File: config.mk
export PLATFORM = sky130hd
export DESIGN_NAME = convphase_seq
export DESIGN_NICKNAME = d
export VERILOG_FILES = /design/src/rtl/cps_pkg.sv /design/src/rtl/cps_convst_qual.sv /design/src/rtl/cps_cycle_timer.sv /design/src/rtl/cps_phase_fsm.sv /design/src/rtl/convphase_seq.sv
export SDC_FILE = /design/constraint.sdc
export NUM_CORES = 1
export LEC_CHECK = 0
export BUFFER_PORTS_ARGS = -buffer_cell sky130_fd_sc_hd__buf_2
export CAP_MARGIN = 20
export CELL_PAD_IN_SITES_DETAIL_PLACEMENT = 0
export CELL_PAD_IN_SITES_GLOBAL_PLACEMENT = 2
export CORE_AREA = 2 2 48 50
export CTS_CLUSTER_DIAMETER = 120
export DETAILED_ROUTE_END_ITERATION = 8
export DIE_AREA = 0 0 50 52
export PLACE_DENSITY_LB_ADDON = 0.1
export SLEW_MARGIN = 25
export SYNTH_ARGS = -nofsm -noshare
export SYNTH_HDL_FRONTEND = slang
export SYNTH_HIERARCHICAL = 1
export SYNTH_SLANG_ARGS = --single-unit
File: constraint.sdc
create_clock -name clk -period 4.17 [get_ports clk]
set_input_delay 0.2085 -clock clk [delete_from_list [all_inputs] [get_ports clk]]
set_output_delay 0.2085 -clock clk [all_outputs]
set_load 0.01 [all_outputs]
File: src/rtl/cps_pkg.sv
// Package: shared phase encoding for the conversion phase sequencer.
// Assumes: a 2-bit phase code that downstream logic decodes directly.
package cps_pkg;

    typedef enum logic [1:0] {
        PH_WAIT   = 2'b00,
        PH_NAP    = 2'b01,
        PH_SAMPLE = 2'b10,
        PH_CONV   = 2'b11
    } phase_e;

endpackage

File: src/rtl/cps_convst_qual.sv
// Module: cps_convst_qual
// Qualifies the convert-start request with chip select. The register
// follows start_req on edges where sel_n is low and holds otherwise,
// standing in for a level latch in a cycle-based model. A one-cycle
// falling-edge strobe is derived from the current and previous value.
// Assumes: start_req and sel_n are synchronous to clk.
module cps_convst_qual (
    input  logic clk,
    input  logic rst_n,
    input  logic start_req,
    input  logic sel_n,
    output logic qual,
    output logic fall
);

    logic qual_q;
    logic qual_prev_q;

    // Select-gated capture of the convert-start request.
    always_ff @(posedge clk) begin
        if (!rst_n) begin
            qual_q <= 1'b0;
        end else if (!sel_n) begin
            qual_q <= start_req;
        end
    end

    // One-cycle history of the qualified value for edge detection.
    always_ff @(posedge clk) begin
        if (!rst_n) begin
            qual_prev_q <= 1'b0;
        end else begin
            qual_prev_q <= qual_q;
        end
    end

    // Strobe a falling edge of the qualified convert signal.
    always_comb begin
        fall = qual_prev_q & ~qual_q;
    end

    assign qual = qual_q;

endmodule

File: src/rtl/cps_cycle_timer.sv
// Module: cps_cycle_timer
// Counts cycles while run is high and clears whenever run is low.
// done is high in the LIMIT-th consecutive running cycle and the count
// holds there until run drops.
// Assumes: LIMIT >= 1; the owner drops run on the edge after done.
module cps_cycle_timer #(
    parameter int LIMIT = 20
) (
    input  logic clk,
    input  logic rst_n,
    input  logic run,
    output logic done
);

    localparam int W = (LIMIT > 1) ? $clog2(LIMIT) : 1;
    localparam logic [W-1:0] LAST = W'(LIMIT - 1);

    logic [W-1:0] count_q;

    // Terminal-count decode while running.
    always_comb begin
        done = run && (count_q == LAST);
    end

    // Cycle counter, cleared outside the timed phase.
    always_ff @(posedge clk) begin
        if (!rst_n) begin
            count_q <= '0;
        end else if (!run) begin
            count_q <= '0;
        end else if (!done) begin
            count_q <= count_q + 1'b1;
        end
    end

endmodule

File: src/rtl/cps_phase_fsm.sv
// Module: cps_phase_fsm
// Phase state machine: wait, nap, sample and convert. Sampling starts
// from wait or nap on the start condition. Conversion starts on a
// qualified falling edge seen in sample. At the end of a conversion the
// machine chains back to sample or drops to wait. Falling edges seen
// outside sample are ignored.
// Assumes: conv_done and idle_done come from timers run by this phase.
module cps_phase_fsm
    import cps_pkg::*;
(
    input  logic   clk,
    input  logic   rst_n,
    input  logic   go,
    input  logic   fall,
    input  logic   conv_done,
    input  logic   idle_done,
    output phase_e phase
);

    phase_e phase_q;
    phase_e phase_d;

    // Next-phase selection.
    always_comb begin
        phase_d = phase_q;
        unique case (phase_q)
            PH_WAIT: begin
                if (go) begin
                    phase_d = PH_SAMPLE;
                end else if (idle_done) begin
                    phase_d = PH_NAP;
                end
            end
            PH_NAP: begin
                if (go) begin
                    phase_d = PH_SAMPLE;
                end
            end
            PH_SAMPLE: begin
                if (fall) begin
                    phase_d = PH_CONV;
                end
            end
            PH_CONV: begin
                if (conv_done) begin
                    phase_d = go ? PH_SAMPLE : PH_WAIT;
                end
            end
            default: phase_d = PH_WAIT;
        endcase
    end

    // Phase register.
    always_ff @(posedge clk) begin
        if (!rst_n) begin
            phase_q <= PH_WAIT;
        end else begin
            phase_q <= phase_d;
        end
    end

    assign phase = phase_q;

endmodule

File: src/rtl/convphase_seq.sv
// Module: convphase_seq (top)
// Converter phase sequencer: qualifies convert-start with chip select,
// times conversions and idle periods, and reports the phase and busy.
// Assumes: inputs synchronous to clk; CONV_CYCLES and NAP_IDLE >= 1.
module convphase_seq #(
    parameter int CONV_CYCLES = 20,
    parameter int NAP_IDLE    = 64
) (
    input  logic       clk,
    input  logic       rst_n,
    input  logic       start_req,
    input  logic       sel_n,
    output logic       busy,
    output logic       qual_start,
    output logic [1:0] phase
);
    import cps_pkg::*;

    localparam int N_TIMERS = 2;
    localparam int T_CONV   = 0;
    localparam int T_IDLE   = 1;

    phase_e             cur_phase;
    logic               go;
    logic               fall;
    logic [N_TIMERS-1:0] t_run;
    logic [N_TIMERS-1:0] t_done;

    // Start condition: request high with chip select low.
    always_comb begin
        go = start_req & ~sel_n;
    end

    cps_convst_qual u_qual (
        .clk       (clk),
        .rst_n     (rst_n),
        .start_req (start_req),
        .sel_n     (sel_n),
        .qual      (qual_start),
        .fall      (fall)
    );

    // Timer enables: conversion length and idle-to-nap threshold.
    always_comb begin
        t_run[T_CONV] = (cur_phase == PH_CONV);
        t_run[T_IDLE] = (cur_phase == PH_WAIT);
    end

    for (genvar g = 0; g < N_TIMERS; g++) begin : g_timer
        localparam int LIM = (g == T_CONV) ? CONV_CYCLES : NAP_IDLE;
        cps_cycle_timer #(
            .LIMIT (LIM)
        ) u_timer (
            .clk   (clk),
            .rst_n (rst_n),
            .run   (t_run[g]),
            .done  (t_done[g])
        );
    end

    cps_phase_fsm u_fsm (
        .clk       (clk),
        .rst_n     (rst_n),
        .go        (go),
        .fall      (fall),
        .conv_done (t_done[T_CONV]),
        .idle_done (t_done[T_IDLE]),
        .phase     (cur_phase)
    );

    // Output decode.
    always_comb begin
        busy  = (cur_phase == PH_CONV);
        phase = cur_phase;
    end

endmodule

* After elaboration in Yosys (flattened, before gate mapping)
Cells that the tools add are included.
Word-level totals: register bits after elaboration 15, input port bits 4, output and inout port bits 4, word-level logic and storage cells 33
Cells by class: $add $sub $neg 2, equality and inequality tests 9, muxes and demuxes 7, bitwise logic cells 4, reduce and logical (&&, ||, !) cells 6
Operators with widths (count):
- 2-to-1 mux 2 bit | 6
- one-hot mux 2 bit (4 select lines) | 1
- adder 6 x 1 -> 6 bit, second input constant | 1
- equality test 6 bit, second input constant | 1
- adder 5 x 1 -> 5 bit, second input constant | 1
- equality test 5 bit, second input constant | 1
- equality test 2 bit, second input constant | 2
- != test 2 bit, second input constant | 2
- AND reduction 2 bit | 2
- AND reduction 4 bit | 1
- != test 3 x 2 -> 1 bit, second input constant | 1
- bitwise AND 1 bit | 2
- equality test 2 x 1 -> 1 bit, second input constant | 1
- logical AND 1 bit | 2
- logical NOT 2 bit | 1
- != test 2 x 1 -> 1 bit, second input constant | 1
- NOT 1 bit | 2

* Logic depth before layout (Yosys ltp)
Gate-level depths: netlist of run 1.
word-level depth 5, mapped depth 7, depth with buffers taken out 7

* By module
The synthesis of run 1 kept the hierarchy.
Modules (own cells, without submodules):
- cps_cycle_timer (g_timer[1].u_timer) | times used 1, cells an instance 33, area an instance 282.8 um^2, sequential area each 120.1 um^2
- cps_cycle_timer (g_timer[0].u_timer) | times used 1, cells an instance 23, area an instance 234.0 um^2, sequential area each 100.1 um^2
- cps_phase_fsm | times used 1, cells an instance 10, area an instance 96.3 um^2, sequential area each 40.0 um^2
- cps_convst_qual | times used 1, cells an instance 6, area an instance 68.8 um^2, sequential area each 40.0 um^2
- convphase_seq | times used 1, cells an instance 3, area an instance 18.8 um^2, sequential area each 0.0 um^2

* Worst setup path after synthesis of run 1
OpenSTA, ideal clock, no wires.
path kind register to register, from reg u_fsm.phase_q[0], in the netlist u_fsm/phase[0], to reg u_fsm.phase_q[0], in the netlist u_fsm/phase[0], setup time 116 ps, arrival 1357 ps, setup slack 2698 ps, cell stages (with the launch flop) 6, buffers on the path 0, clock period less this slack 1472 ps, cell sequence dfxtp_1 -> and2_1 -> nand4b_4 -> nor2_2 -> mux2i_1 -> a31o_1
On the way: cells in the longest elaborated chain, start to end 4
RTL lines:
- start: declaration | line cps_phase_fsm.sv:20 | phase_e phase_q;
- start signal: assignment | line cps_phase_fsm.sv:58 | phase_q <= phase_d;
- equality test 2 bit
- net busy | line convphase_seq.sv:13 | output logic busy,
- logical AND 1 bit | line cps_cycle_timer.sv:22 | done = run && (count_q == LAST);
- net t_done[0] | line convphase_seq.sv:27 | logic [N_TIMERS-1:0] t_done;
- != test 2 bit (no source line)
- AND reduction 4 bit (no source line)
The timed path passes the listed nets, and every way through them passes these cells. A chain may end at the register's enable or synchronous reset.

* Final worst setup path of run 1
from reg g_timer[1].u_timer.count_q[0], to reg u_fsm.phase_q[0], in the netlist u_fsm/phase[0]
On the way: cells in the longest elaborated chain, start to end 4
RTL lines:
- start: declaration | line cps_cycle_timer.sv:18 | logic [W-1:0] count_q;
- start signal: assignment | line cps_cycle_timer.sv:32 | count_q <= count_q + 1'b1;
- equality test 6 bit | line cps_cycle_timer.sv:22
- logical AND 1 bit | line cps_cycle_timer.sv:22
- net t_done[1] | line convphase_seq.sv:27
- != test 3 x 2 -> 1 bit (no source line)
- AND reduction 4 bit (no source line)
The timed path passes the listed nets, and every way through them passes these cells.

==> summary by stage, run 1 <==
Status
The flow ran to the end, and the final reports show no timing, DRC or antenna violations.

Min path
The worst min-delay path class is in2reg.

Synthesis
The synthesized design contains 15 register bits. Synthesis produced a netlist whose cell count is 75. For this run, the number of Yosys warnings is 6. When the netlist entered floorplanning its net count stood at 81. The number of distinct library cell variants in the gate-level netlist after synthesis is 30. Summing the sequential cell areas from Yosys gives 42.9% of the chip area. The total standard cell area after synthesis is 701 sq um. The per-instance average area after synthesis is 9.34 sq um.

Global routing
The number of antenna violations at the first check in global routing is 0. In the global route stage, overall resource usage came out at 11.7%. The first-pass GRT wire length is 2290 microns. The via count of the first global-routing pass is 542. Entering global routing, the biggest net connects 11 pins.

The total congestion overflow after global routing is 0.

Timing
The remaining max-slew budget at the tightest pin is 84.3%. The final count of pins violating max slew is 0. Setup repair after global routing left no endpoint under its margin. The measured slew at the worst slew-check pin is 235 ps. The count of final hold-check violations is 0. The aggregate negative setup slack is 0 ps. The maximum clock skew at final layout is 1.51 ps. The routed design could run at a clock period as short as 1550 ps. The post-route fraction of the period consumed by the critical path is 37.2%.

The number of failing setup endpoints in the final timing report is 0. Derived from the worst setup path, the maximum achievable clock frequency is 645 MHz. The final worst slack is 2620 ps.

Place
The total instance count after detailed placement is 110. The setup slack after placement is 2650 ps. Routability-driven placement finished with a final weighted congestion of 0.725.

The count of buffers inserted at the top-level ports is 7. The half-perimeter wire length after detailed placement is 938 microns.

Detailed routing
The count of vias placed by the detailed router is 557. The first detailed-routing pass ran for 4 iterations. The wire length per cell after detailed routing is 11.2 microns.

The final wirelength is 1280 microns. The number of nets still failing antenna checks after routing is 0. In this run, the number of DRC markers left after iteration 0 of detailed routing was 9. The DRC violations left is 0. The via count normalized by instance count is 4.89.

Floorplanning
The floorplan step defined a die boundary enclosing 2600 sq um. The width of the die is 50 microns. From bottom edge to top edge, the die measures 52 microns. After floorplanning, the core was sized to cover 2110 sq um. The row count is 17.

8 I/O pins were placed. Once the floorplan was initialized, standard cells occupied 33.3% of the core.

Clock network
Clock tree synthesis inserted a total of 3 buffers. The clock tree from TritonCTS is built. Post-CTS timing repair inserted 0 buffers for setup.

For the worst-skew pair, the clock arrives at the later sink with an insertion delay of 280 ps. The tree is rooted in a sky130_fd_sc_hd__clkbuf_4. After clock tree synthesis, the clock-pin slew on the worst setup and hold paths is 90 ps. Clock tree synthesis found a total of 15 sinks. The maximum clock path buffer count is 2.

The quantity of gates resized following cts is 0. In this run, post-CTS hold repair placed 0 buffers. In this run the number of H-tree levels came out at 1.

Setup path
Of all nets on the critical path, the largest fanout is 5. The critical path in this run is classified as reg2reg. For this run, the slowest stage of the critical path takes 400 ps. The slowest stage of the critical path is the sky130_fd_sc_hd__dfxtp_1 cell. The worst setup path is captured at a flip-flop. The arrival time at the worst endpoint is 1780 ps.

STA classifies the critical path startpoint as a flip-flop. The critical path goes through ha_1 -> and4_2 -> nand2_1 -> inv_1 -> nor2_1 -> nor4b_2 -> a31o_1. Data on the critical path is required at its endpoint by 4400 ps.

Layout
The final net count is 93. The count of cells in the finished layout, fillers not included, comes to 114. The final-layout fill cell count is 215. The multi-input combinational cells in the finished layout cover a total of 393 sq um. The library cells used most frequently in the layout, excluding fill and tap cells, are sky130_fd_sc_hd__dfxtp_1 (15), sky130_fd_sc_hd__buf_2 (7), sky130_fd_sc_hd__nand2_1 (6), sky130_fd_sc_hd__nor3_1 (6), sky130_fd_sc_hd__nand3_1 (5). The post-layout utilization of the core is 37.8%. The sequential standard cell area is 300 sq um. The fraction of final layout cells with drive strength greater than 1 is 18.6%. 0 antenna diodes ended up in the layout.

The area growth from synthesis to final layout is 13.7%. The library cell used most frequently in the layout, excluding fill and tap cells, is sky130_fd_sc_hd__dfxtp_1.

Power
VDD sags by at most 0.142 mV. The standby leakage power is 0.338 nW. For this design the ratio of total power to cell area is 315 nW/um^2. The total chip power is 251 uW.

Run
Across the run, the number of max-cap violations was 0.
-- state kept, by name, indices dropped and copies added, names as in the netlist --
register / count
g_timer.u_timer/count_q: 11
u_fsm/phase: 2
u_qual/qual: 1
u_qual/qual_prev_q: 1
-- per-stage QoR --
stage | hold slack [ps] | area, sq um
after floorplan | 336 | 701
after global placement | 486 | 771
after detailed placement | 488 | 771
after CTS | 191 | 797
after global routing | 245 | 797
final | 202 | 797
-- cell usage after synthesis --
cell | count | area share [%]
sky130_fd_sc_hd__nor4b_2 | 1 | 2.1
sky130_fd_sc_hd__nor3b_1 | 1 | 1.1
sky130_fd_sc_hd__a31o_1 | 1 | 1.3
sky130_fd_sc_hd__and3_1 | 1 | 0.89
sky130_fd_sc_hd__nor2b_2 | 1 | 1.3
sky130_fd_sc_hd__ha_1 | 2 | 3.6
sky130_fd_sc_hd__a21boi_0 | 1 | 1.1
sky130_fd_sc_hd__xnor2_1 | 1 | 1.3
sky130_fd_sc_hd__a21oi_1 | 2 | 1.4
sky130_fd_sc_hd__nand3_1 | 5 | 3.6
sky130_fd_sc_hd__and4_2 | 1 | 1.4
sky130_fd_sc_hd__o211ai_1 | 1 | 1.1
sky130_fd_sc_hd__nor2b_1 | 3 | 2.7
sky130_fd_sc_hd__a31oi_1 | 4 | 3.6
sky130_fd_sc_hd__nand4_1 | 1 | 0.89
sky130_fd_sc_hd__o21ai_1 | 1 | 0.71
sky130_fd_sc_hd__nor2_1 | 4 | 2.1
sky130_fd_sc_hd__dfxtp_1 | 15 | 43
sky130_fd_sc_hd__and2_1 | 3 | 2.7
sky130_fd_sc_hd__o21bai_1 | 1 | 1.1
sky130_fd_sc_hd__nor3_1 | 6 | 4.3
sky130_fd_sc_hd__xor2_1 | 2 | 2.5
sky130_fd_sc_hd__nor2_2 | 1 | 0.89
sky130_fd_sc_hd__nand2_1 | 6 | 3.2
sky130_fd_sc_hd__mux2i_1 | 3 | 4.3
sky130_fd_sc_hd__nand4b_4 | 1 | 3.4
sky130_fd_sc_hd__o21ai_0 | 2 | 1.4
sky130_fd_sc_hd__nand3_2 | 1 | 1.4
sky130_fd_sc_hd__inv_1 | 2 | 1.1
sky130_fd_sc_hd__or3_1 | 1 | 0.89
-- area by class of cell --
cell class	instances	share of cell area [%]
Clock buffer	4	3.30
Timing Repair Buffer	7	4.40
Tap cell	28	4.40
Sequential cell	15	37.7
Inverter	2	0.942
Multi-Input combinational cell	58	49.3
-- metal layers --
| layer | global-route usage, % | up-vias | share of wire [%] | routed length [microns] |
|---|---|---|---|---|
| li1 | - | 294 | - | - |
| met1 | 15.0 | 253 | 52 | 666 |
| met2 | 17.8 | 8 | 43 | 557 |
| met3 | 1.72 | 2 | 3.0 | 39 |
| met4 | 8.33 | 0 | 1.3 | 17 |
| met5 | 0 | - | 0 | 0 |
-- logic make-up (layout without fill, tap and decap cells) --
group                      after synthesis  in the layout  synth area share (%)
muxes                                    3              3                  4.29
AOI/OAI and AO/OA                       13             13                  11.6
xor gates and xnor gates                 3              3                  3.75
buffers and inverters                    2             13                  1.07
DFF                                     15             15                  42.9
adders and majority gates                2              2                  3.57
and+or+nand+nor                         37             37                  32.9
-- final timing paths --
kind / from / to / slack (ps) / depth (start not counted)
worst max-delay path: g_timer[1].u_timer/count_q[0] / u_fsm/phase[0] / 2620 / 7
worst min-delay path: start_req / u_qual/qual / 200 / 3
worst max register to register: g_timer[1].u_timer/count_q[0] / u_fsm/phase[0] / 2620 / 7
worst min register to register: g_timer[0].u_timer/count_q[1] / g_timer[0].u_timer/count_q[1] / 500 / 2
-- power by group --
group          switching (mW)  leakage, nW  internal, mW  total [mW]
Clock                  0.0463       0.0150        0.0371      0.0834
Combinational         0.00862        0.201       0.00755      0.0162
Sequential            0.00453        0.122         0.147       0.152
-- critical path, delay by kind of cell (launching register included) --
family                   cells  cell delay (ps)
adder cells (fa/ha/maj)      1              250
AO/OA/AOI/OAI                1              120
buffers and inverters        1               80
AND/OR/NAND/NOR              4              660
flip-flops                   1              400
Power figures use the tool's default switching activity.
==> run 2: changes to the inputs <==
--- a/config.mk
+++ b/config.mk
@@ -5,14 +5,15 @@
 export SDC_FILE = /design/constraint.sdc
 export NUM_CORES = 1
 export LEC_CHECK = 0
+export ABC_AREA = 1
 export BUFFER_PORTS_ARGS = -buffer_cell sky130_fd_sc_hd__buf_2
 export CAP_MARGIN = 20
 export CELL_PAD_IN_SITES_DETAIL_PLACEMENT = 0
 export CELL_PAD_IN_SITES_GLOBAL_PLACEMENT = 2
-export CORE_AREA = 2 2 48 50
+export CORE_AREA = 2 2 54 56
 export CTS_CLUSTER_DIAMETER = 120
 export DETAILED_ROUTE_END_ITERATION = 8
-export DIE_AREA = 0 0 50 52
+export DIE_AREA = 0 0 56 58
 export PLACE_DENSITY_LB_ADDON = 0.1
 export SLEW_MARGIN = 25
 export SYNTH_ARGS = -nofsm -noshare
==> constraint.sdc (replaced) <==
create_clock -name clk -period 1.55 [get_ports clk]
set_input_delay 0.0775 -clock clk [delete_from_list [all_inputs] [get_ports clk]]
set_output_delay 0.0775 -clock clk [all_outputs]
set_load 0.01 [all_outputs]
==> run 2 against run 1 <==
Against the previous run: die area is 25% higher; sequential share of layout area is 2.7 points lower; non-clock buffer count stayed put; setup slack worse by 2500 ps; clock power grew to 2.7 times the previous value; clock skew hardly changed; count of clock-buffer cells in the layout stayed put; register-to-register slack worse by 2500 ps; global-route usage is 1.0 points lower; design area is 9.1% higher.
==> summary by stage, run 2 <==
Status
The flow ran to the end, and the final reports show no timing, DRC or antenna violations.

Place
The post-placement cell area is 837 sq um (+8.6%). The half-perimeter wire length after detailed placement is 1160 microns (+23%). The weighted congestion at the end of routability-driven global placement is 0.732 (+1.0%). The count of buffers inserted at the top-level ports is 7 (unchanged).

Setup path
The endpoint identified for the worst register-to-register timing path is u_fsm/phase[1]. The critical path capture point type is a flip-flop. The type of element launching the critical path is a flip-flop. The number of cells traversed by the worst register-to-register path came to 8 (+1). The critical-path maximum fanout is 5 (unchanged). The critical path data required time is 1730 ps (-2670 ps). The worst setup slack for register-to-register paths was 170 ps (-2450 ps). The arrival time at the worst endpoint is 1560 ps (-220 ps). The reg-to-reg critical path startpoint is g_timer[0].u_timer/count_q[0]. The worst setup path is of the reg2reg kind.

Synthesis
The count of yosys warnings during synthesis is 6 (unchanged). The top flip-flop cell by instance count after synthesis is sky130_fd_sc_hd__dfxtp_1. After synthesis, the most frequently instantiated cells are sky130_fd_sc_hd__nor2_1 (22), sky130_fd_sc_hd__nand2_1 (19), sky130_fd_sc_hd__inv_1 (16). The fraction of post-synthesis cell area in the top cell type by area is 39.3% (-3.5 points).

The number of cells produced by synthesis is 112 (+49%). The number of nets produced by synthesis is 118 (+46%). The number of register bits inferred by synthesis was 15 (unchanged). Yosys attributes the largest share of cell area to sky130_fd_sc_hd__dfxtp_1 (39%), sky130_fd_sc_hd__nor2_1 (11%), sky130_fd_sc_hd__nand2_1 (9.3%), sky130_fd_sc_hd__inv_1 (7.9%), sky130_fd_sc_hd__nor2_2 (4.9%). The total standard cell area after synthesis came to 763 sq um (+8.9%). The register area share after synthesis is 39.3% (-3.5 points). The per-instance average area after synthesis is 6.81 sq um (-27%). The synthesized design spends more area on one cell type than any other, namely sky130_fd_sc_hd__dfxtp_1. The number of distinct library cell variants in the gate-level netlist after synthesis is 18 (-40%). The number of enable flip-flop cells after synthesis came to 0 (unchanged).

The most frequent cell after synthesis is sky130_fd_sc_hd__nor2_1. The post-synthesis async set-or-reset flop share is 0% (unchanged).

Detailed routing
The count of vias placed by the detailed router is 666 (+20%). The wire length per cell after detailed routing came to 9.62 microns (-14%). The via count normalized by instance count came to 4.32 (-11%). The DRC violations left is 0 (unchanged). The violation count after the first detailed-route iteration came to 9 (unchanged). The final wirelength is 1480 microns (+16%).

The number of nets still failing antenna checks after routing came to 0 (unchanged). The detailed-routing iteration count for the pre-antenna-repair pass is 4 (unchanged).

Clock network
The clock latency at the later pin of the worst-skew pair is 280 ps (about the same). CTS placed an instance of sky130_fd_sc_hd__clkbuf_4 at the clock tree root. The number of CTS-inserted buffers is 3 (unchanged). The clock tree from TritonCTS is built. The clock transition at the register clock pins on the worst setup and hold paths after CTS is 90 ps (about the same).

The number of setup buffers added after CTS came to 0 (unchanged). The number of clock sinks is 15 (unchanged). The H-tree depth is 1 (unchanged).

The maximum clock path buffer count is 2 (unchanged).

Floorplanning
The number of top-level pins is 8 (unchanged). The floorplan die area is 3250 sq um (+25%). The starting density of the core is 28.7% (-4.6 points).

The width of the die is 56 microns (+12%). The row count is 19 (+2). The core area came to 2660 sq um (+26%). The height of the die is 58 microns (+12%).

Layout
The flip-flop count of the largest register after layout is 11 (unchanged). The final-layout fill cell count is 306 (+42%). More flip-flops sit in one register than any other, and that register is g_timer.u_timer/count_q. The number of diodes added for antenna fixing is 0 (unchanged).

The post-layout utilization of the core came to 32.7% (-5.2 points). The sequential standard cell area is 304 sq um (+1.3%). The final non-filler cell area came to 870 sq um (+9.1%). The combined area of the multi-input logic cells is 397 sq um (+0.96%). The fraction of final layout cells with drive strength greater than 1 came to 23.6% (+5.0 points). The area growth from synthesis to final layout is 13.9%. In the layout the commonest cells are sky130_fd_sc_hd__nor2_1 (22), sky130_fd_sc_hd__nand2_1 (19), sky130_fd_sc_hd__inv_1 (16). The most common cell after layout, fill and taps aside is sky130_fd_sc_hd__nor2_1. The final net count is 130 (+40%).

Timing
Setup repair after global routing left no endpoint under its margin. The remaining max-slew budget at the tightest pin is 87.0% (+2.7 points). The achievable frequency was 723 MHz (+12%). The number of failing setup endpoints in the final timing report is 0 (unchanged). The measured slew at the worst slew-check pin was 193 ps (-42.0 ps).

The post-route fraction of the period consumed by the critical path is 89.3% (+52 points). The post-route minimum period is 1380 ps (-167 ps). The count of final hold-check violations was 0 (unchanged). The final count of pins violating max slew is 0 (unchanged). The tightest hold margin is 38.5 ps (-164 ps). The maximum clock skew at final layout was 1.35 ps (-0.161 ps).

The aggregate negative setup slack came to 0 ps (unchanged).

Power
The standby leakage power is 0.389 nW (+15%). The largest vdd supply drop is 0.337 mV (+140%). The power per cell area is 850 nW/um^2 (+170%). The total chip power was 739 uW (+190%).

Global routing
The largest net degree at the start of global routing is 9 (-2). The number of antenna violations at the first check in global routing was 0 (unchanged). The total congestion overflow after global routing is 0 (unchanged). The via count of the first global-routing pass was 639 (+18%). The global-route usage over all layers was 10.7% (-1.0 points).

The first-pass GRT wire length is 2690 microns (+18%).

Min path
The worst hold path terminates at u_qual/qual. The startpoint of the tightest hold check path is start_req. The worst min-delay path class is in2reg. The hold-critical path depth is 3 (unchanged).

Run
The reported max-cap violation count is 0 (unchanged).
## run 2: cell types whose count changed in the layout (fill, tap and decap cells not counted), moves of 4 or more
cell / before / now
sky130_fd_sc_hd__nand2_2: 0 / 5
sky130_fd_sc_hd__o21ai_0: 2 / 7
sky130_fd_sc_hd__nand2_1: 6 / 19
sky130_fd_sc_hd__nor2_2: 1 / 6
sky130_fd_sc_hd__nor2_1: 4 / 22
sky130_fd_sc_hd__a31oi_1: 4 / 0
sky130_fd_sc_hd__inv_1: 2 / 16
## run 2: per-stage QoR
| step | cells | setup WS [ps] |
|---|---|---|
| after floorplan | 112 | 193 |
| after global placement | 150 | 105 |
| after detailed placement | 150 | 108 |
| after CTS | 154 | 87.4 |
| after global routing | 154 | 12.6 |
| final | 154 | 166 |
## run 2: cell families (layout without fill, tap and decap cells)
logic type               Yosys count  in the layout  synth area share (%)
AND/OR/NAND/NOR                   63             63                  38.2
buffers and inverters             18             29                  9.02
flip-flops                        15             15                  39.3
AO/OA/AOI/OAI                     12             12                  7.87
adder cells (fa/ha/maj)            2              2                  3.28
XOR/XNOR                           2              2                  2.30
## run 2: area by class of cell
type                    instances  share of cell area, %
multi-input cells              79                   45.6
flip-flops and latches         15                   35.0
well taps                      31                   4.46
inverters                      18                   7.91
clock buffers                   4                   3.02
repair buffers                  7                   4.03
## run 2: worst max path at each step
| stage | slack [ps] | startpoint | endpoint |
|---|---|---|---|
| floorplan | 190 | u_fsm/phase[1] | u_fsm/phase[1] |
| global placement | 110 | u_fsm/phase[1] | u_fsm/phase[1] |
| detailed placement | 110 | u_fsm/phase[1] | u_fsm/phase[1] |
| CTS | 90 | u_fsm/phase[1] | u_fsm/phase[1] |
| global route | 10 | g_timer[1].u_timer/count_q[0] | u_fsm/phase[1] |
| finish | 170 | g_timer[0].u_timer/count_q[0] | u_fsm/phase[1] |
## run 2: power breakdown
part	internal, mW	switching, mW	total [mW]	leakage [nW]
Combinational	0.0358	0.0581	0.0939	0.251
Clock	0.0997	0.125	0.225	0.0150
Sequential	0.404	0.0171	0.421	0.123
## run 2: repair_timing
item,4_1_cts,5_1_grt
setup endpoints to repair,0,2
hold buffers,0,0
resized for setup,0,4
## run 2: critical path, stage by stage (launching register included)
cell,delay [ps]
sky130_fd_sc_hd__dfxtp_1,370
sky130_fd_sc_hd__ha_2,250
sky130_fd_sc_hd__nand2_1,80
sky130_fd_sc_hd__nor2_2,180
sky130_fd_sc_hd__nand2_1,90
sky130_fd_sc_hd__nand3_2,100
sky130_fd_sc_hd__nand2_1,60
sky130_fd_sc_hd__nor2_1,100
sky130_fd_sc_hd__nor2_1,50
## run 2: per-layer routing
layer  GRT usage (%)  vias up  wire, microns
li1                -      373              -
met1            14.7      285            806
met2            15.1        6            619
met3            2.01        2             37
met4            7.14        0             18
met5               0        -              0
